--- src/rtl/gauge_angle_pkg.sv ---
package gauge_angle_pkg;

    localparam int OCT_W = 3;

    typedef struct packed {
        logic sat_on_sin;
        logic sat_neg;
        logic ramp_neg;
    } oct_ctrl_t;

    function automatic oct_ctrl_t octant_ctrl(input logic [OCT_W-1:0] oct);
        oct_ctrl_t c;
        case (oct)
            3'd0:    c = '{sat_on_sin: 1'b0, sat_neg: 1'b0, ramp_neg: 1'b0};
            3'd1:    c = '{sat_on_sin: 1'b1, sat_neg: 1'b0, ramp_neg: 1'b0};
            3'd2:    c = '{sat_on_sin: 1'b1, sat_neg: 1'b0, ramp_neg: 1'b1};
            3'd3:    c = '{sat_on_sin: 1'b0, sat_neg: 1'b1, ramp_neg: 1'b0};
            3'd4:    c = '{sat_on_sin: 1'b0, sat_neg: 1'b1, ramp_neg: 1'b1};
            3'd5:    c = '{sat_on_sin: 1'b1, sat_neg: 1'b1, ramp_neg: 1'b1};
            3'd6:    c = '{sat_on_sin: 1'b1, sat_neg: 1'b1, ramp_neg: 1'b0};
            default: c = '{sat_on_sin: 1'b0, sat_neg: 1'b0, ramp_neg: 1'b1};
        endcase
        return c;
    endfunction

    // Q16 odd polynomial for tan(pi/4 * t), t in [0,1], forced to 1 at t = 1
    localparam longint TAN_A = 51472;
    localparam longint TAN_B = 10584;
    localparam longint TAN_C = 2628;
    localparam longint TAN_D = 65536 - TAN_A - TAN_B - TAN_C;

    function automatic int ramp_mag(input int step, input int frac_w, input int full);
        longint x, x2, p, r;
        x  = (longint'(step) <<< 16) >>> frac_w;
        x2 = (x * x) >>> 16;
        p  = TAN_D;
        p  = TAN_C + ((p * x2) >>> 16);
        p  = TAN_B + ((p * x2) >>> 16);
        p  = TAN_A + ((p * x2) >>> 16);
        r  = (p * x) >>> 16;
        return int'((r * longint'(full) + 32768) >>> 16);
    endfunction

endpackage

--- src/rtl/gad_splitter.sv ---
module gad_splitter
    import gauge_angle_pkg::*;
#(
    parameter int CODE_W = 10,
    localparam int FRAC_W = CODE_W - OCT_W
) (
    input  logic [CODE_W-1:0] code,
    output oct_ctrl_t         ctrl,
    output logic [FRAC_W-1:0] lut_idx
);
    logic [OCT_W-1:0]  octant;
    logic [FRAC_W-1:0] step;

    assign octant  = code[CODE_W-1 -: OCT_W];
    assign step    = code[FRAC_W-1:0];
    assign ctrl    = octant_ctrl(octant);
    // odd octants run the ramp backward
    assign lut_idx = octant[0] ? ~step : step;
endmodule

--- src/rtl/gad_ramp_lut.sv ---
module gad_ramp_lut
    import gauge_angle_pkg::*;
#(
    parameter int FRAC_W = 7,
    parameter int MAG_W  = 8,
    localparam int DEPTH = 2 ** FRAC_W,
    localparam int FULL  = 2 ** MAG_W - 1
) (
    input  logic [FRAC_W-1:0] idx,
    output logic [MAG_W-1:0]  mag
);
    logic [MAG_W-1:0] table_q [DEPTH];

    for (genvar i = 0; i < DEPTH; i++) begin : g_entry
        localparam int VAL = ramp_mag(i, FRAC_W, FULL);
        assign table_q[i] = MAG_W'(VAL);
    end

    assign mag = table_q[idx];
endmodule

--- src/rtl/gad_coil_mux.sv ---
module gad_coil_mux
    import gauge_angle_pkg::*;
#(
    parameter int OUT_W = 9,
    localparam int MAG_W = OUT_W - 1
) (
    input  oct_ctrl_t                ctrl,
    input  logic [MAG_W-1:0]         ramp,
    output logic signed [OUT_W-1:0]  sin_nxt,
    output logic signed [OUT_W-1:0]  cos_nxt
);
    localparam logic signed [OUT_W-1:0] FS = OUT_W'(2 ** MAG_W - 1);

    logic signed [OUT_W-1:0] sat_val;
    logic signed [OUT_W-1:0] ramp_pos;
    logic signed [OUT_W-1:0] ramp_val;

    always_comb begin
        ramp_pos = $signed({1'b0, ramp});
        sat_val  = ctrl.sat_neg  ? -FS       : FS;
        ramp_val = ctrl.ramp_neg ? -ramp_pos : ramp_pos;
        if (ctrl.sat_on_sin) begin
            sin_nxt = sat_val;
            cos_nxt = ramp_val;
        end else begin
            sin_nxt = ramp_val;
            cos_nxt = sat_val;
        end
    end
endmodule

--- src/rtl/gauge_angle_decoder.sv ---
module gauge_angle_decoder
    import gauge_angle_pkg::*;
#(
    parameter int CODE_W = 10,
    parameter int OUT_W  = 9
) (
    input  logic                     clk,
    input  logic                     rst,
    input  logic                     load,
    input  logic [CODE_W-1:0]        code,
    output logic signed [OUT_W-1:0]  sin_drv,
    output logic signed [OUT_W-1:0]  cos_drv
);
    localparam int FRAC_W = CODE_W - OCT_W;
    localparam int MAG_W  = OUT_W - 1;

    oct_ctrl_t               ctrl;
    logic [FRAC_W-1:0]       lut_idx;
    logic [MAG_W-1:0]        ramp;
    logic signed [OUT_W-1:0] sin_nxt;
    logic signed [OUT_W-1:0] cos_nxt;

    gad_splitter #(.CODE_W(CODE_W)) u_split (
        .code    (code),
        .ctrl    (ctrl),
        .lut_idx (lut_idx)
    );

    gad_ramp_lut #(.FRAC_W(FRAC_W), .MAG_W(MAG_W)) u_lut (
        .idx (lut_idx),
        .mag (ramp)
    );

    gad_coil_mux #(.OUT_W(OUT_W)) u_mux (
        .ctrl    (ctrl),
        .ramp    (ramp),
        .sin_nxt (sin_nxt),
        .cos_nxt (cos_nxt)
    );

    always_ff @(posedge clk) begin
        if (rst) begin
            sin_drv <= '0;
            cos_drv <= '0;
        end else if (load) begin
            sin_drv <= sin_nxt;
            cos_drv <= cos_nxt;
        end
    end
endmodule

--- config.mk ---
export PLATFORM = sky130hd
export DESIGN_NAME = gauge_angle_decoder
export DESIGN_NICKNAME = d
export VERILOG_FILES = /design/src/rtl/gauge_angle_pkg.sv /design/src/rtl/gad_splitter.sv /design/src/rtl/gad_ramp_lut.sv /design/src/rtl/gad_coil_mux.sv /design/src/rtl/gauge_angle_decoder.sv
export SDC_FILE = /design/constraint.sdc
export NUM_CORES = 1
export LEC_CHECK = 0
export BUFFER_PORTS_ARGS = -buffer_cell sky130_fd_sc_hd__buf_2
export CAP_MARGIN = 10
export CORE_AREA = 2 2 83 85
export DETAILED_ROUTE_END_ITERATION = 10
export DIE_AREA = 0 0 85 87
export GPL_TIMING_DRIVEN = 1
export PLACE_DENSITY = 0.72
export SLEW_MARGIN = 25
export SYNTH_ARGS = -nofsm -noshare
export SYNTH_HDL_FRONTEND = slang
export SYNTH_SLANG_ARGS = --single-unit
--- constraint.sdc ---
create_clock -name clk -period 4.4 [get_ports clk]
set_input_delay 0.22 -clock clk [delete_from_list [all_inputs] [get_ports clk]]
set_output_delay 0.22 -clock clk [all_outputs]
set_load 0.05 [all_outputs]
==> flow_metrics.env <==
export IMPL_status="finished clean"
export IMPL_io_buffers=30
export IMPL_pwr_share_clk_pct=16.5
export IMPL_worstPathRequired_ps=4530
export IMPL_rsz0062_at_grt="no"
export IMPL_grt_pass1_wl_um=20200
export IMPL_seq_area_frac_synth_pct=10.5
export IMPL_start_util_pct=52.3
export IMPL_maxCapViolCount=0
export IMPL_synth_avg_cell_area_um2=6.81
export IMPL_fmax_mhz=290
export IMPL_synthArstFlopShare_pct=0
export IMPL_irDropWorstVdd_uv=212
export IMPL_report_final_slew_viol_count=0
export IMPL_p_sw_uw=396
export IMPL_cts_made_buffers=3
export IMPL_wl_per_cell_um=21.6
export IMPL_gp_congestion=1.03
export IMPL_htreeDepth=1
export IMPL_final_cells=579
export IMPL_cts_clk_slew_worst_paths_ps=70
export IMPL_dr_first_iter_drc_count=855
export IMPL_via_per_inst=7.31
export IMPL_num_io_pins=31
export IMPL_power_frac_comb_pct=59.9
export IMPL_worstPathCellList="buf_2, nand2b_1, nand2_1, inv_1, ha_1, nor3_1, o21a_1, o311ai_0, and3_1, inv_1, ha_1, and2_1, a21oi_1, xor2_1, a21oi_1"
export IMPL_wirelength_um=12500
export IMPL_crit_fanout=29
export IMPL_fin_crit_ps=3450
export IMPL_dieArea_mm2=0.00740
export IMPL_worst_slew_pin_slew_ps=883
export IMPL_drc=0
export IMPL_cts_setup_buffers=0
export IMPL_rows=30
export IMPL_switching_share_pct=48.9
export IMPL_cts_max_path_buffers=2
export IMPL_tns_ps=0
export IMPL_worstSkewPairLatency_ps=250
export IMPL_cpMaxStageDelayCell="ha_1"
export IMPL_internal_power_uw=413
export IMPL_max_stage_delay_ps=440
export IMPL_hp_class="primary input to flip-flop"
export IMPL_worstSetupStartpointType="primary input"
export IMPL_hold_viol=0
export IMPL_drive_above_1_share_pct=13.4
export IMPL_cts_tree="built"
export IMPL_diodes=0
export IMPL_cts_root_buf="clkbuf_8"
export IMPL_worstPathArrival_ps=3580
export IMPL_synthDistinctLibCells=78
export IMPL_antenna_left=0
export IMPL_final_period_utilization_pct=78.5
export IMPL_antenna_found_initial=0
export IMPL_core_mm2=0.00657
export IMPL_hpwl_um=8990
export IMPL_worstSetupPathType="primary input to flip-flop"
export IMPL_grt_pass1_vias=3632
export IMPL_syn_to_final_growth_pct=3.64
export IMPL_synth_area_mm2=0.00343
export IMPL_maxSlewHeadroom_pct=40.5
export IMPL_synthCells=504
export IMPL_cp_top_family="simple AND/OR/NAND/NOR gates"
export IMPL_p_seq_share_pct=23.6
export IMPL_grt_max_degree=40
export IMPL_syn_nets=530
export IMPL_crit_buf_inv=3
export IMPL_powerDensity_mw_per_mm2=227
export IMPL_synth_main_ff_cell="dfxtp_1"
export IMPL_dr_pass1_iters=6
export IMPL_crit_path_end_kind="flip-flop"
export IMPL_die_w_um=85
export IMPL_die_y_um=87
export IMPL_synth_edf_count=0
export IMPL_synth_ff_latch_count=18
export IMPL_synth_warnings=0
export IMPL_setup_viol=0
export IMPL_cts_hold_buf=0
export IMPL_vias=4232
export IMPL_grt_usage_pct=33.7
export IMPL_post_cts_resized=0
export IMPL_p_leak_nw=1.39
export IMPL_dp_cells=575
export IMPL_grt_overflow_total=0
export IMPL_finalClockSkew_ps=0
export IMPL_clock_sinks=18
export IMPL_nNetsFinal=526
==> synthesized netlist by cell type (all sizes together), types with 6 or more instances <==
cell / number / share of area [%]
a211oi: 6 / 1.3
a21oi: 56 / 8.3
a31oi: 7 / 1.3
and3: 7 / 1.3
buf: 37 / 6.2
clkbuf: 13 / 1.4
dfxtp: 18 / 10
ha: 13 / 4.7
inv: 17 / 1.9
nand2: 33 / 3.6
nand2b: 25 / 4.6
nand3: 15 / 2.2
nand3b: 6 / 1.3
nor2: 33 / 3.6
nor2b: 12 / 2.2
nor3: 12 / 2.0
o211ai: 7 / 1.5
o21ai: 40 / 5.8
o221ai: 6 / 1.5
o22ai: 17 / 3.1
o32ai: 7 / 1.8
or2: 8 / 1.5
xnor2: 6 / 1.7
==> logic make-up (layout without fill, tap and decap cells) <==
family / count (synthesis) / in the layout / synth area share, %
muxes: 7 / 7 / 2.11
DFF: 18 / 18 / 10.5
adders and majority gates: 13 / 13 / 4.74
buffers and inverters: 67 / 62 / 9.51
xor gates and xnor gates: 11 / 11 / 3.43
and+or+nand+nor: 175 / 175 / 27.9
AOI/OAI and AO/OA: 213 / 213 / 41.8
==> area by class of cell <==
type	instances	area [µm²]
fillers	667	3010
multi-input cells	419	2750
flip-flops and latches	18	360
repair buffers	41	233
well taps	80	100
inverters	17	63.8
clock buffers	4	55.1
==> routing by layer <==
layer  GRT usage, %  vias up  wire, µm
met5              0        -         0
met4           9.96        0       440
met3           5.78       51      1710
met2           47.9      353      5200
met1           51.3     1938      5180
li1               -     1890         -
==> stage by stage <==
stage	area, µm²	setup slack [ps]	total power, mW	util, %	hold WS, ps
3_5_place_dp	3500	822	0.662	53.3	492
4_1_cts	3560	1090	0.797	54.2	213
5_1_grt	3560	695	0.853	54.2	222
3_3_place_gp	3500	953	0.662	53.3	483
2_1_floorplan	3430	1540	0.554	-	289
6_report	3560	947	0.809	54.2	224
==> sequential cells by signal, summed over array words and instances (netlist names) <==
| name | count |
|---|---|
| cos_drv | 9 |
| sin_drv | 9 |
==> power by group through the flow <==
stage	logic, mW	clock network [mW]	registers [mW]
floorplan	0.293	0	0.261
global placement	0.468	0	0.194
detailed placement	0.467	0	0.194
CTS	0.469	0.138	0.191
global route	0.519	0.142	0.193
finish	0.484	0.134	0.191
==> placed cells by master (no fill, tap or decap), drive strengths merged, types with 4 or more instances in the layout <==
cell,synthesis,layout
or2,8,8
o32ai,7,7
clkbuf,13,4
buf,37,41
a21o,5,5
o221ai,6,6
ha,13,13
o211ai,7,7
dfxtp,18,18
inv,17,17
nor3b,5,5
nor3,12,12
o31ai,5,5
mux2i,5,5
a221oi,5,5
nand2,33,33
xor2,4,4
nand2b,25,25
a221o,5,5
nor2,33,33
and3,7,7
or3,5,5
nand3,15,15
a21oi,56,56
a31oi,7,7
o22ai,17,17
o21ai,40,40
nor2b,12,12
o22a,4,4
nand3b,6,6
xnor2,6,6
o21a,5,5
a211oi,6,6
==> worst paths after layout <==
check	startpoint	slack, ps	cells after the start	to
worst max register to register	cos_drv[0]	3670	2	cos_drv[0]
worst min-delay path	rst	220	2	sin_drv[8]
worst max-delay path	code[7]	950	15	cos_drv[6]
worst min register to register	cos_drv[3]	510	2	cos_drv[3]
Power figures use the tool's default switching activity.
